==> src/rtl/bpt_pkg.sv <==
package bpt_pkg;
  typedef enum logic [1:0] {
    OP_NONE = 2'd0,
    OP_ADD  = 2'd1,
    OP_REM  = 2'd2
  } op_e;

  // Insert wins over delete when both strobes are high.
  function automatic op_e pick_op(input logic add, input logic rem);
    if (add)      return OP_ADD;
    else if (rem) return OP_REM;
    else          return OP_NONE;
  endfunction
endpackage

==> src/rtl/bpt_search.sv <==
module bpt_search #(
  parameter int DEPTH    = 8,
  parameter int AW       = 32,
  parameter int TW       = 4,
  parameter bit USE_TYPE = 1'b0,
  localparam int IW = $clog2(DEPTH),
  localparam int CW = $clog2(DEPTH + 1)
) (
  input  logic [DEPTH-1:0][AW-1:0] slot_addr,
  input  logic [DEPTH-1:0][TW-1:0] slot_type,
  input  logic [CW-1:0]            count,
  input  logic [AW-1:0]            key_addr,
  input  logic [TW-1:0]            key_type,
  output logic                     hit,
  output logic [IW-1:0]            idx
);
  logic [DEPTH-1:0] eq;

  for (genvar gi = 0; gi < DEPTH; gi++) begin : g_cmp
    logic live;
    assign live = CW'(gi) < count;
    if (USE_TYPE) begin : g_pair
      assign eq[gi] = live && (slot_addr[gi] == key_addr) && (slot_type[gi] == key_type);
    end else begin : g_addr
      assign eq[gi] = live && (slot_addr[gi] == key_addr);
    end
  end

  function automatic logic [IW-1:0] lowest_set(input logic [DEPTH-1:0] v);
    logic [IW-1:0] r;
    r = '0;
    for (int i = DEPTH - 1; i >= 0; i--) begin
      if (v[i]) r = IW'(i);
    end
    return r;
  endfunction

  assign hit = |eq;
  assign idx = lowest_set(eq);
endmodule

==> src/rtl/bpt_store.sv <==
module bpt_store #(
  parameter int DEPTH = 8,
  parameter int AW    = 32,
  parameter int TW    = 4,
  localparam int IW = $clog2(DEPTH),
  localparam int CW = $clog2(DEPTH + 1)
) (
  input  logic                     clk,
  input  logic                     rst,
  input  bpt_pkg::op_e             op,
  input  logic [AW-1:0]            wr_addr,
  input  logic [TW-1:0]            wr_type,
  input  logic                     rem_hit,
  input  logic [IW-1:0]            rem_idx,
  output logic [DEPTH-1:0][AW-1:0] slot_addr,
  output logic [DEPTH-1:0][TW-1:0] slot_type,
  output logic [CW-1:0]            count,
  output logic                     add_ok,
  output logic                     add_rej,
  output logic                     rem_do,
  output logic                     rem_miss
);
  import bpt_pkg::*;

  logic                     full;
  logic [IW-1:0]            wr_idx;
  logic [DEPTH-1:0][AW-1:0] nxt_addr;
  logic [DEPTH-1:0][TW-1:0] nxt_type;
  logic [DEPTH-1:0]         shift_en;
  logic [DEPTH-1:0]         load_en;

  assign full     = (count == CW'(DEPTH));
  assign wr_idx   = IW'(count);
  assign add_ok   = (op == OP_ADD) && !full && (wr_type != '0);
  assign add_rej  = (op == OP_ADD) && (full || (wr_type == '0));
  assign rem_do   = (op == OP_REM) && rem_hit;
  assign rem_miss = (op == OP_REM) && !rem_hit;

  for (genvar gi = 0; gi < DEPTH; gi++) begin : g_slot
    if (gi == DEPTH - 1) begin : g_top
      assign nxt_addr[gi] = '0;
      assign nxt_type[gi] = '0;
    end else begin : g_mid
      assign nxt_addr[gi] = slot_addr[gi+1];
      assign nxt_type[gi] = slot_type[gi+1];
    end
    assign shift_en[gi] = rem_do && (IW'(gi) >= rem_idx);
    assign load_en[gi]  = add_ok && (wr_idx == IW'(gi));
  end

  always_ff @(posedge clk) begin
    for (int i = 0; i < DEPTH; i++) begin
      if (load_en[i]) begin
        slot_addr[i] <= wr_addr;
        slot_type[i] <= wr_type;
      end else if (shift_en[i]) begin
        slot_addr[i] <= nxt_addr[i];
        slot_type[i] <= nxt_type[i];
      end
    end
  end

  always_ff @(posedge clk) begin
    if (rst)          count <= '0;
    else if (add_ok)  count <= count + CW'(1);
    else if (rem_do)  count <= count - CW'(1);
  end

  AST_ADD_GROWS: assert property (@(posedge clk) disable iff (rst)
    add_ok |=> count == $past(count) + CW'(1));
  AST_FULL_REJECT: assert property (@(posedge clk) disable iff (rst)
    (op == OP_ADD && count == CW'(DEPTH)) |=> $stable(count));
  AST_REM_SHRINK: assert property (@(posedge clk) disable iff (rst)
    rem_do |=> count == $past(count) - CW'(1));
  AST_NO_OVERFLOW: assert property (@(posedge clk) disable iff (rst)
    count <= CW'(DEPTH));
endmodule

==> src/rtl/bpt_notify.sv <==
module bpt_notify #(
  parameter int AW = 32
) (
  input  logic          clk,
  input  logic          rst,
  input  logic          xlat_en,
  input  logic          add_ok,
  input  logic          add_rej,
  input  logic          rem_do,
  input  logic          rem_miss,
  input  logic [AW-1:0] cmd_addr,
  output logic          add_err,
  output logic          rem_ok,
  output logic          rem_fail,
  output logic          inval_valid,
  output logic [AW-1:0] inval_addr
);
  logic changed;
  assign changed = add_ok || rem_do;

  always_ff @(posedge clk) begin
    if (rst) begin
      add_err     <= 1'b0;
      rem_ok      <= 1'b0;
      rem_fail    <= 1'b0;
      inval_valid <= 1'b0;
      inval_addr  <= '0;
    end else begin
      add_err     <= add_rej;
      rem_ok      <= rem_do;
      rem_fail    <= rem_miss;
      inval_valid <= changed && xlat_en;
      if (changed && xlat_en) inval_addr <= cmd_addr;
    end
  end

  AST_INVAL_GATED: assert property (@(posedge clk) disable iff (rst)
    inval_valid |-> $past(xlat_en));
  AST_RESP_EXCL: assert property (@(posedge clk) disable iff (rst)
    $onehot0({add_err, rem_ok, rem_fail}));
endmodule

==> src/rtl/bp_match_table.sv <==
module bp_match_table #(
  parameter int DEPTH = 8,
  parameter int AW    = 32,
  parameter int TW    = 4,
  localparam int IW = $clog2(DEPTH),
  localparam int CW = $clog2(DEPTH + 1)
) (
  input  logic          clk,
  input  logic          rst,
  input  logic          xlat_en,
  input  logic          add_req,
  input  logic          rem_req,
  input  logic [AW-1:0] cmd_addr,
  input  logic [TW-1:0] cmd_type,
  input  logic [AW-1:0] look_addr,
  output logic [TW-1:0] look_type,
  output logic          look_hit,
  output logic [CW-1:0] entry_count,
  output logic          add_err,
  output logic          rem_ok,
  output logic          rem_fail,
  output logic          inval_valid,
  output logic [AW-1:0] inval_addr
);
  import bpt_pkg::*;

  op_e                      op;
  logic [DEPTH-1:0][AW-1:0] slot_addr;
  logic [DEPTH-1:0][TW-1:0] slot_type;
  logic                     rm_hit;
  logic [IW-1:0]            rm_idx;
  logic [IW-1:0]            lk_idx;
  logic                     add_ok, add_rej, rem_do, rem_miss;

  assign op = pick_op(add_req, rem_req);

  bpt_store #(.DEPTH(DEPTH), .AW(AW), .TW(TW)) u_store (
    .clk(clk), .rst(rst), .op(op),
    .wr_addr(cmd_addr), .wr_type(cmd_type),
    .rem_hit(rm_hit), .rem_idx(rm_idx),
    .slot_addr(slot_addr), .slot_type(slot_type), .count(entry_count),
    .add_ok(add_ok), .add_rej(add_rej), .rem_do(rem_do), .rem_miss(rem_miss)
  );

  bpt_search #(.DEPTH(DEPTH), .AW(AW), .TW(TW), .USE_TYPE(1'b1)) u_rem_find (
    .slot_addr(slot_addr), .slot_type(slot_type), .count(entry_count),
    .key_addr(cmd_addr), .key_type(cmd_type), .hit(rm_hit), .idx(rm_idx)
  );

  bpt_search #(.DEPTH(DEPTH), .AW(AW), .TW(TW), .USE_TYPE(1'b0)) u_look_find (
    .slot_addr(slot_addr), .slot_type(slot_type), .count(entry_count),
    .key_addr(look_addr), .key_type('0), .hit(look_hit), .idx(lk_idx)
  );

  assign look_type = look_hit ? slot_type[lk_idx] : '0;

  bpt_notify #(.AW(AW)) u_notify (
    .clk(clk), .rst(rst), .xlat_en(xlat_en),
    .add_ok(add_ok), .add_rej(add_rej), .rem_do(rem_do), .rem_miss(rem_miss),
    .cmd_addr(cmd_addr),
    .add_err(add_err), .rem_ok(rem_ok), .rem_fail(rem_fail),
    .inval_valid(inval_valid), .inval_addr(inval_addr)
  );

  AST_MISS_HOLDS: assert property (@(posedge clk) disable iff (rst)
    rem_miss |=> rem_fail && $stable(entry_count));
  AST_ADD_WINS: assert property (@(posedge clk) disable iff (rst)
    (add_req && rem_req) |=> !rem_ok && !rem_fail);
  AST_HIT_NONZERO: assert property (@(posedge clk) disable iff (rst)
    look_hit |-> look_type != '0);
endmodule

==> config.mk <==
export PLATFORM = sky130hd
export DESIGN_NAME = bp_match_table
export DESIGN_NICKNAME = d
export VERILOG_FILES = /design/src/rtl/bpt_pkg.sv /design/src/rtl/bpt_search.sv /design/src/rtl/bpt_store.sv /design/src/rtl/bpt_notify.sv /design/src/rtl/bp_match_table.sv
export SDC_FILE = /design/constraint.sdc
export NUM_CORES = 1
export LEC_CHECK = 0
export BUFFER_PORTS_ARGS = -buffer_cell sky130_fd_sc_hd__clkbuf_2
export CELL_PAD_IN_SITES_DETAIL_PLACEMENT = 2
export CELL_PAD_IN_SITES_GLOBAL_PLACEMENT = 2
export CORE_AREA = 4 4 270 272
export CTS_BUF_LIST = sky130_fd_sc_hd__clkbuf_4 sky130_fd_sc_hd__clkbuf_8 sky130_fd_sc_hd__clkbuf_16
export CTS_CLUSTER_DIAMETER = 150
export CTS_CLUSTER_SIZE = 24
export DETAILED_ROUTE_END_ITERATION = 7
export DIE_AREA = 0 0 274 276
export PLACE_DENSITY_LB_ADDON = 0.1
export SLEW_MARGIN = 20
export SYNTH_ARGS = -nofsm -noshare
export SYNTH_HDL_FRONTEND = slang
export SYNTH_HIERARCHICAL = 1
export SYNTH_SLANG_ARGS = --single-unit
export TNS_END_PERCENT = 1
==> constraint.sdc <==
create_clock -name clk -period 8.5 [get_ports clk]
set_input_delay 1.7 -clock clk [delete_from_list [all_inputs] [get_ports clk]]
set_output_delay 1.7 -clock clk [all_outputs]
set_load 0.005 [all_outputs]
# ---- Word level (Yosys, flattened, before mapping)
# Cells that the tools add are included.
# Widths: inputs -> output; s select.
dict set report op_classes {
  n_eq_ne 34
  n_lt_le_gt_ge 17
  add_sub_neg 2
  n_mux 55
  n_reduce_logical 64
}
# operator count
set op_table {}
lappend op_table {{$eq 32x32->1} 16}
lappend op_table {{$mux 32} 16}
lappend op_table {{$mux 4} 20}
lappend op_table {{$mux 3} 16}
lappend op_table {{$logic_and 1x1->1} 46}
lappend op_table {{$eq 4x4->1} 8}
lappend op_table {{$reduce_bool 2->1} 9}
lappend op_table {{$lt 3x4->1 const A} 4}
lappend op_table {{$reduce_or 8->1} 2}
lappend op_table {{$bmux 4 s3} 1}
lappend op_table {{$eq 3x3->1 const B} 4}
lappend op_table {{$ge 3x3->1 const A} 4}
lappend op_table {{$lt 1x4->1 const A} 2}
lappend op_table {{$lt 2x4->1 const A} 2}
lappend op_table {{$eq 3x2->1 const B} 2}
lappend op_table {{$ge 1x3->1 const A} 2}
lappend op_table {{$ge 2x3->1 const A} 2}
lappend op_table {{$add 4x1->4 const B} 1}
lappend op_table {{$eq 4x4->1 const B} 1}
lappend op_table {{$logic_not 4->1} 1}
lappend op_table {{$lt 3x4->1 const B} 1}
lappend op_table {{$mux 2} 2}
lappend op_table {{$reduce_bool 4->1} 1}
lappend op_table {{$sub 4x1->4 const B} 1}
lappend op_table {{6 further kinds} 8}
dict set report word_totals {
  regBits 328
}

# ---- Longest topological paths before layout
# Gate-level depths: netlist (run 1).
dict set report depth {
  ltp_word 15
  ltp_mapped 14
}

# ---- Modules after synthesis
# The synthesis (run 1) kept the hierarchy.
# mod cells_each seq_area_each_um2 instances area_each_um2
set modules_own_cells {}
lappend modules_own_cells {bpt_store 667 8728.4 1 12420.7}
lappend modules_own_cells {{bpt_search at u_rem_find} 452 0.0 1 3514.6}
lappend modules_own_cells {{bpt_search at u_look_find} 401 0.0 1 3143.0}
lappend modules_own_cells {bpt_notify 148 720.7 1 1577.8}
lappend modules_own_cells {bp_match_table 22 0.0 1 276.5}

# ---- Worst setup path after synthesis (run 1)
# No wires, ideal clock.
dict set report synth_timing {
  kind {input -> register}
  from {input port cmd_type[0]}
  to {register u_store/slot_addr[32] in the netlist's numbering (enable)}
  slack_ns 1.951
  n_path_buf 1
  path_stages 9
  arrival_ns 6.065
  path_cell_list {clkbuf_4 > a221o_1 > or4_4 > nor4_4 > or2b_2 > nor2_1 > nand2_1 > nand3b_1 > o31ai_1}
}
dict set report synth_via {
  elab_cells_between_ends 32
  cone_classes {1 x order compare; 8 x eq/ne; 8 x mux; 15 x reduce/logical}
}
# item line
set synth_lines {}
lappend synth_lines {{start: declaration} bp_match_table.sv:14} ;# input logic [TW-1:0] cmd_type,
lappend synth_lines {{$eq 4x4->1} bpt_search.sv:23} ;# assign eq[gi] = live && (slot_addr[gi] == key_addr) && (slot_type[gi] == key_type);
lappend synth_lines {{$logic_and 1x1->1} bpt_search.sv:23}
lappend synth_lines {{$reduce_or 8->1 (*)} bpt_search.sv:38} ;# assign hit = |eq;
lappend synth_lines {{named net rm_hit} bp_match_table.sv:30} ;# logic rm_hit;
lappend synth_lines {{$logic_and 1x1->1 (*)} bpt_store.sv:36} ;# assign rem_do = (op == OP_REM) && rem_hit;
lappend synth_lines {{$logic_and 1x1->1 (*)} bpt_store.sv:47} ;# assign shift_en[gi] = rem_do && (IW'(gi) >= rem_idx);
lappend synth_lines {{$reduce_bool 2->1 (no source line) (*)} --}
lappend synth_lines {{end signal: indexed assignment} bpt_store.sv:54} ;# slot_addr[i] <= wr_addr;
lappend synth_lines {{end signal: indexed assignment} bpt_store.sv:57} ;# slot_addr[i] <= nxt_addr[i];
lappend synth_lines {{end: declaration} bpt_store.sv:15} ;# output logic [DEPTH-1:0][AW-1:0] slot_addr,
# Mark *: on every way through the listed nets, which the timed path passes. The rest lies on a longest branch.
# A chain may end at the register's enable or synchronous reset.

# ---- Final worst setup path (run 1)
dict set report layout_timing {
  from {input port look_addr[11]}
  to {output port look_type[0]}
}
dict set report layout_via {
  elab_chain_cells 13
  elab_cells_between_ends 28
  cone_classes {8 x eq/ne; 11 x mux; 9 x reduce/logical}
}
# item line
set layout_lines {}
lappend layout_lines {{start: declaration} bp_match_table.sv:15} ;# input logic [AW-1:0] look_addr,
lappend layout_lines {{$eq 32x32->1} bpt_search.sv:25} ;# assign eq[gi] = live && (slot_addr[gi] == key_addr);
lappend layout_lines {{$logic_and 1x1->1} bpt_search.sv:25}
lappend layout_lines {{$mux 3 (7 in a row)} bpt_search.sv:33} ;# if (v[i]) r = IW'(i);
lappend layout_lines {{$mux 3 (*)} bpt_search.sv:33}
lappend layout_lines {{named net lk_idx[1]} bp_match_table.sv:32} ;# logic [IW-1:0] lk_idx;
lappend layout_lines {{$bmux 4 s3 (*)} bp_match_table.sv:55} ;# assign look_type = look_hit ? slot_type[lk_idx] : '0;
lappend layout_lines {{$mux 4 (implied by the code) (*)} bp_match_table.sv:55}
lappend layout_lines {{$mux 4 (*)} bp_match_table.sv:55}
lappend layout_lines {{end: declaration} bp_match_table.sv:16} ;# output logic [TW-1:0] look_type,
# Mark *: on every way through the listed nets, which the timed path passes. The rest lies on a longest branch. The select of a mux whose other input is x is not followed.

==> flow_metrics.env, run 1 <==
export IMPL_status="complete, but fails checks"
export IMPL_violations="DRC"
export IMPL_postSynthAreaPerCell_sq_um=12.4
export IMPL_post_cts_buffers=0
export IMPL_cts_tree="built"
export IMPL_drive_above_1_share_pct=27.1
export IMPL_holdBufCountCts=0
export IMPL_synth_net_count=1765
export IMPL_wl_mm=96.0
export IMPL_grt_pass1_wl_mm=131
export IMPL_end_kind="output pin"
export IMPL_fin_crit_ps=7370
export IMPL_first_pass_iters=8
export IMPL_grt_pass1_vias=15400
export IMPL_comb_power_share_pct=19.4
export IMPL_area_delta_synth_final_pct=9.09
export IMPL_dp_hpwl_mm=73.5
export IMPL_io_pins=118
export IMPL_syn_area_sq_um=20900
export IMPL_slew_headroom_pct=18.5
export IMPL_seq_area_sq_um=9450
export IMPL_yosys_warnings=6
export IMPL_drt_iter0_drc=959
export IMPL_final_setup_tns_ps=0
export IMPL_rows=98
export IMPL_clkPwrFrac_pct=28.4
export IMPL_die_height_um=276
export IMPL_drc=1
export IMPL_finClkSkew_ps=47.9
export IMPL_cp_required_ps=6800
export IMPL_routedWlPerCell_um=35.4
export IMPL_maxCapViolCount=0
export IMPL_worst_setup_path_start_kind="input port"
export IMPL_ir_worst_vdd_mv=0.113
export IMPL_ant_nets=0
export IMPL_coreArea_sq_um=70800
export IMPL_worstSkewPairLatency_ps=580
export IMPL_fin_crit_sh_pct=86.7
export IMPL_rsz0062_at_grt="no"
export IMPL_power_leakage_nw=7.35
export IMPL_finalHoldViolCount=0
export IMPL_num_vias=14000
export IMPL_total_power_mw=3.60
export IMPL_htree_num_levels=1
export IMPL_grt_overflow=0
export IMPL_whs_ps=481
export IMPL_stdcell_count=2712
export IMPL_max_clock_path_buffers=3
export IMPL_finalMaxSlewViolations=0
export IMPL_cts_clk_slew_worst_paths_ps=100
export IMPL_hp_class="register to register"
export IMPL_cp_max_fo=8
export IMPL_fillers=7513
export IMPL_grt_max_degree=75
export IMPL_arrival_ps=5670
export IMPL_grt_antenna_before_repair=4
export IMPL_crit_type="input port to output pin"
export IMPL_r2r_slack_ps=3240
export IMPL_fmax_ghz=0.136
export IMPL_worst_pin_slew_ps=1190
export IMPL_p_int_mw=2.48
export IMPL_cts_sinks=328
export IMPL_switching_share_pct=31.1
export IMPL_vias_per_cell=5.16
export IMPL_final_setup_viol_count=0
export IMPL_pwr_density_cell_nw_per_um2=158
export IMPL_routabilityCongestion=0.934
export IMPL_die_area_sq_um=75600
export IMPL_nNetsFinal=1826
export IMPL_syn_inst=1689
export IMPL_postLayoutCoreUtil_pct=32.3
export IMPL_cts_inserted_buffers=17
export IMPL_die_w_um=274
export IMPL_multi_input_area_sq_um=10800
export IMPL_seq_power_share_pct=52.1
export IMPL_ctsResizeCount=0
export IMPL_io_buffers=117
export IMPL_dp_cells=2681
export IMPL_grt_usage_pct=24.8
export IMPL_start_util_pct=29.6
export IMPL_root_buffer="clkbuf_16"
export IMPL_p_sw_mw=1.12
-- worst paths after layout --
path                                                           start  cells after the start                              endpoint
worst max-delay path                                   look_addr[11]                     14                          look_type[0]
worst min-delay path            u_notify/inval_addr[30]$_SDFFE_PP0P_                      2  u_notify/inval_addr[30]$_SDFFE_PP0P_
worst max register to register   u_store/slot_type[28]$_SDFFCE_PN0P_                     11      u_store/slot_addr[208]$_DFFE_PP_
worst min register to register  u_notify/inval_addr[30]$_SDFFE_PP0P_                      2  u_notify/inval_addr[30]$_SDFFE_PP0P_
-- critical path, cell delays in order --
cell and delay (ps):
clkbuf_2 300, xor2_1 260, nor4_1 850, nand3_1 370
nor4_1 440, nand4_1 170, nand2_1 140, a21oi_1 80
nor2_1 190, buf_4 270, mux4_2 520, mux2i_1 190
nor2_1 60, clkbuf_2 110
-- placed cells by master (no fill, tap or decap), types with 3 or more instances in the layout --
master	count
xor2_1	251
inv_1	9
nor2_1	24
nand2b_1	68
xnor2_1	289
nand4_2	3
nand3_1	10
mux2_2	250
dfxtp_1	40
clkbuf_2	117
nand3b_1	4
edfxtp_1	288
mux2i_1	37
nor4_4	4
nor3_1	16
or3_1	3
nor4_1	70
clkbuf_4	11
buf_4	39
clkbuf_16	17
nand4_1	80
nand2_1	16
nor2b_1	4
mux4_2	8
or2_2	4
and2_1	37
a21oi_1	8
-- cell type report --
cell class              instances  share of cell area (%)
multi-input cells            1237                    47.1
flip-flops and latches        328                    41.4
well taps                     950                    5.21
repair buffers                156                    3.85
clock buffers                  28                    2.22
inverters                      10                   0.164
clock inverters                 2                  0.0767
diodes                          1                  0.0110
-- stage by stage --
| step | setup WS (ps) | cell area [sq um] |
|---|---|---|
| final | 1130 | 22800 |
| after global routing | 1030 | 22800 |
| after CTS | 1100 | 22800 |
| after detailed placement | 1090 | 22300 |
| after global placement | 1040 | 22300 |
| after floorplan | 1950 | 20900 |
-- routing by layer --
metal / up-vias / global-route usage [%] / share of wire, %
met1: 7396 / 30.8 / 42
met3: 125 / 2.36 / 3.0
li1: 6159 / - / -
met4: 2 / 11.3 / 5.5
met2: 325 / 43.4 / 50
met5: - / 0 / 0.014
-- sequential cells by signal, summed over array words and instances (netlist names) --
name	count
u_store/count	4
u_notify/add_err	1
u_notify/inval_addr	32
u_notify/rem_fail	1
u_notify/rem_ok	1
u_store/slot_addr	256
u_store/slot_type	32
u_notify/inval_valid	1
-- power by group through the flow --
stage | Sequential, mW | Combinational (mW) | Clock, mW
floorplan | 1.90 | 0.407 | 0
global placement | 1.91 | 0.694 | 0
detailed placement | 1.91 | 0.701 | 0
CTS | 1.88 | 0.705 | 1.07
global route | 1.88 | 0.729 | 1.12
finish | 1.88 | 0.699 | 1.02
Power figures use the tool's default switching activity.
==> inputs of run 2 (changes only) <==
- ABC_AREA: not set -> 1
- CORE_AREA: 4 4 270 272 -> 4 4 280 282
- DIE_AREA: 0 0 274 276 -> 0 0 284 286
==> flow_metrics.env, run 2 <==
export IMPL_status="completed"
export IMPL_top_register="u_store/slot_addr"
export IMPL_power_leakage_nw=10.5
export IMPL_timing_final_ws_setup_ps=1160
export IMPL_worst_setup_path_start_kind="input port"
export IMPL_rsz0062_at_grt="no"
export IMPL_start_util_pct=29.8
export IMPL_crit_chain="clkbuf_2 > inv_1 > o21ai_0 > nor2_1 > nand4_1 > nor2_1 > nand3_1 > nand2_1 > nand2_1 > nand2_1 > nand2_1 > a21oi_2 > inv_4 > nand2_1 > nand3_1 > nand3_1 > nand2_1 > nor2_1 > clkbuf_2"
export IMPL_worst_pin_slew_ps=1150
export IMPL_grt_overflow=0
export IMPL_cpPeakStageDelay_ps=800
export IMPL_fin_crit_sh_pct=86.4
export IMPL_first_pass_iters=6
export IMPL_drive_above_1_share_pct=12.1
export IMPL_die_area_sq_um=81200
export IMPL_rows=101
export IMPL_synth_net_count=2996
export IMPL_cp_max_fo=17
export IMPL_fmax_ghz=0.136
export IMPL_p_sw_mw=1.40
export IMPL_crit_top_cell="nand2_1"
export IMPL_arrival_ps=5640
export IMPL_end_kind="output pin"
export IMPL_die_w_um=284
export IMPL_yosys_warnings=6
export IMPL_wl_mm=161
export IMPL_fin_crit_ps=7340
export IMPL_cts_sinks=328
export IMPL_cts_inserted_buffers=17
export IMPL_io_buffers=117
export IMPL_finClkSkew_ps=32.7
export IMPL_io_pins=118
export IMPL_comb_power_share_pct=23.6
export IMPL_post_cts_buffers=0
export IMPL_ant_nets=0
export IMPL_dp_hpwl_mm=128
export IMPL_holdBufCountCts=0
export IMPL_layout_commonest_cell="nand2_1"
export IMPL_finalHoldViolCount=0
export IMPL_worst_path_buf_inv=4
export IMPL_syn_inst=2920
export IMPL_vias_per_cell=5.85
export IMPL_p_int_mw=2.44
export IMPL_num_vias=23000
export IMPL_root_buffer="clkbuf_16"
export IMPL_worstSkewPairLatency_ps=600
export IMPL_fillers=8901
export IMPL_final_setup_viol_count=0
export IMPL_grt_pass1_wl_mm=212
export IMPL_ctsResizeCount=0
export IMPL_postSynthAreaPerCell_sq_um=7.72
export IMPL_final_setup_tns_ps=0
export IMPL_nNetsFinal=3024
export IMPL_pwr_density_cell_nw_per_um2=159
export IMPL_reg_largest_list="u_store/slot_addr: 256 flops, u_notify/inval_addr: 32 flops, u_store/slot_type: 32 flops"
export IMPL_drc=0
export IMPL_slowest_stage="a21oi_2"
export IMPL_routabilityCongestion=1.05
export IMPL_cts_clk_slew_worst_paths_ps=100
export IMPL_crit_type="input port to output pin"
export IMPL_dp_slack_ps=1260
export IMPL_ir_worst_vdd_mv=0.171
export IMPL_grt_usage_pct=38.5
export IMPL_area_delta_synth_final_pct=7.11
export IMPL_syn_area_sq_um=22600
export IMPL_finalMaxSlewViolations=0
export IMPL_seq_area_sq_um=9450
export IMPL_maxCapViolCount=0
export IMPL_max_clock_path_buffers=3
export IMPL_layout_common_cells="nand2_1 (872), nor2_1 (325), inv_1 (290), edfxtp_1 (288), o21ai_0 (219)"
export IMPL_largest_reg_flops=256
export IMPL_drt_iter0_drc=3014
export IMPL_routedWlPerCell_um=40.9
export IMPL_clkPwrFrac_pct=25.6
export IMPL_grt_pass1_vias=23200
export IMPL_coreArea_sq_um=75700
export IMPL_multi_input_area_sq_um=11000
export IMPL_htree_num_levels=1
export IMPL_seq_power_share_pct=50.7
export IMPL_die_height_um=286
export IMPL_cp_top_family="simple AND/OR/NAND/NOR gates"
export IMPL_switching_share_pct=36.4
export IMPL_hp_class="register to register"
export IMPL_grt_max_degree=74
export IMPL_slew_headroom_pct=23.0
export IMPL_grt_antenna_before_repair=13
export IMPL_cts_tree="built"
export IMPL_cp_required_ps=6800
==> run 2: changes by cell type in the layout (fill, tap and decap cells not counted), moves of 37 or more <==
cell      previous run  this run
inv_1                9       290
nand3_1             10        89
nor2_1              24       325
nand2b_1            68         1
mux2i_1             37         0
mux2_2             250         0
xor2_1             251        88
o21ai_0              1       219
o22ai_1              1        51
nor4_1              70         9
nand2_1             16       872
o21ai_1              1        55
xnor2_1            289       126
o21ai_2              1       100
==> run 2: per-layer routing <==
layer  part of all wire (%)  up-vias  track usage [%]
li1                       -     9540                -
met1                     43    12000             52.6
met2                     44     1254             60.8
met3                    8.1      269             6.04
met4                    5.4        0             16.1
met5                      0        -                0
==> run 2: worst min-delay path, cell delays in order (launching register included) <==
cell and delay, ps:
dfxtp_1 330, nor2_1 90, nor2_1 50
==> run 2: final cells by class <==
| type | instances | share of cell area (%) |
|---|---|---|
| Multi-Input combinational cell | 2139 | 45.5 |
| Sequential cell | 328 | 39.1 |
| Tap cell | 978 | 5.06 |
| Inverter | 320 | 5.02 |
| Timing Repair Buffer | 142 | 3.25 |
| Clock buffer | 23 | 1.95 |
| Clock inverter | 3 | 0.0829 |
| Antenna cell | 5 | 0.0518 |
==> run 2: stage by stage <==
step | cells | total power, mW | hold WS, ps | area (sq um) | utilization [%]
floorplan | 2920 | 2.39 | 477 | 22600 | -
global placement | 3907 | 2.83 | 465 | 23600 | 31.2
detailed placement | 3907 | 2.85 | 482 | 23700 | 31.2
CTS | 3933 | 3.83 | 503 | 24100 | 31.9
global route | 3933 | 3.94 | 519 | 24100 | 31.9
finish | 3938 | 3.84 | 497 | 24200 | 31.9
==> run 2: worst paths after layout <==
path	from	to	slack [ps]	cells after the start
setup / recovery	look_addr[17]	look_type[1]	1160	19
setup reg to reg	u_store/slot_addr[146]$_DFFE_PP_	u_store/slot_addr[36]$_DFFE_PP_	3200	13
hold / removal	u_notify/inval_addr[3]$_SDFFE_PP0P_	u_notify/inval_addr[3]$_SDFFE_PP0P_	500	2
hold reg to reg	u_notify/inval_addr[3]$_SDFFE_PP0P_	u_notify/inval_addr[3]$_SDFFE_PP0P_	500	2
==> run 2: power groups by stage <==
stage | logic (mW) | registers [mW] | clock network (mW)
finish | 0.908 | 1.95 | 0.985
global route | 0.938 | 1.95 | 1.05
CTS | 0.879 | 1.94 | 1.01
detailed placement | 0.875 | 1.98 | 0
global placement | 0.855 | 1.98 | 0
floorplan | 0.478 | 1.91 | 0
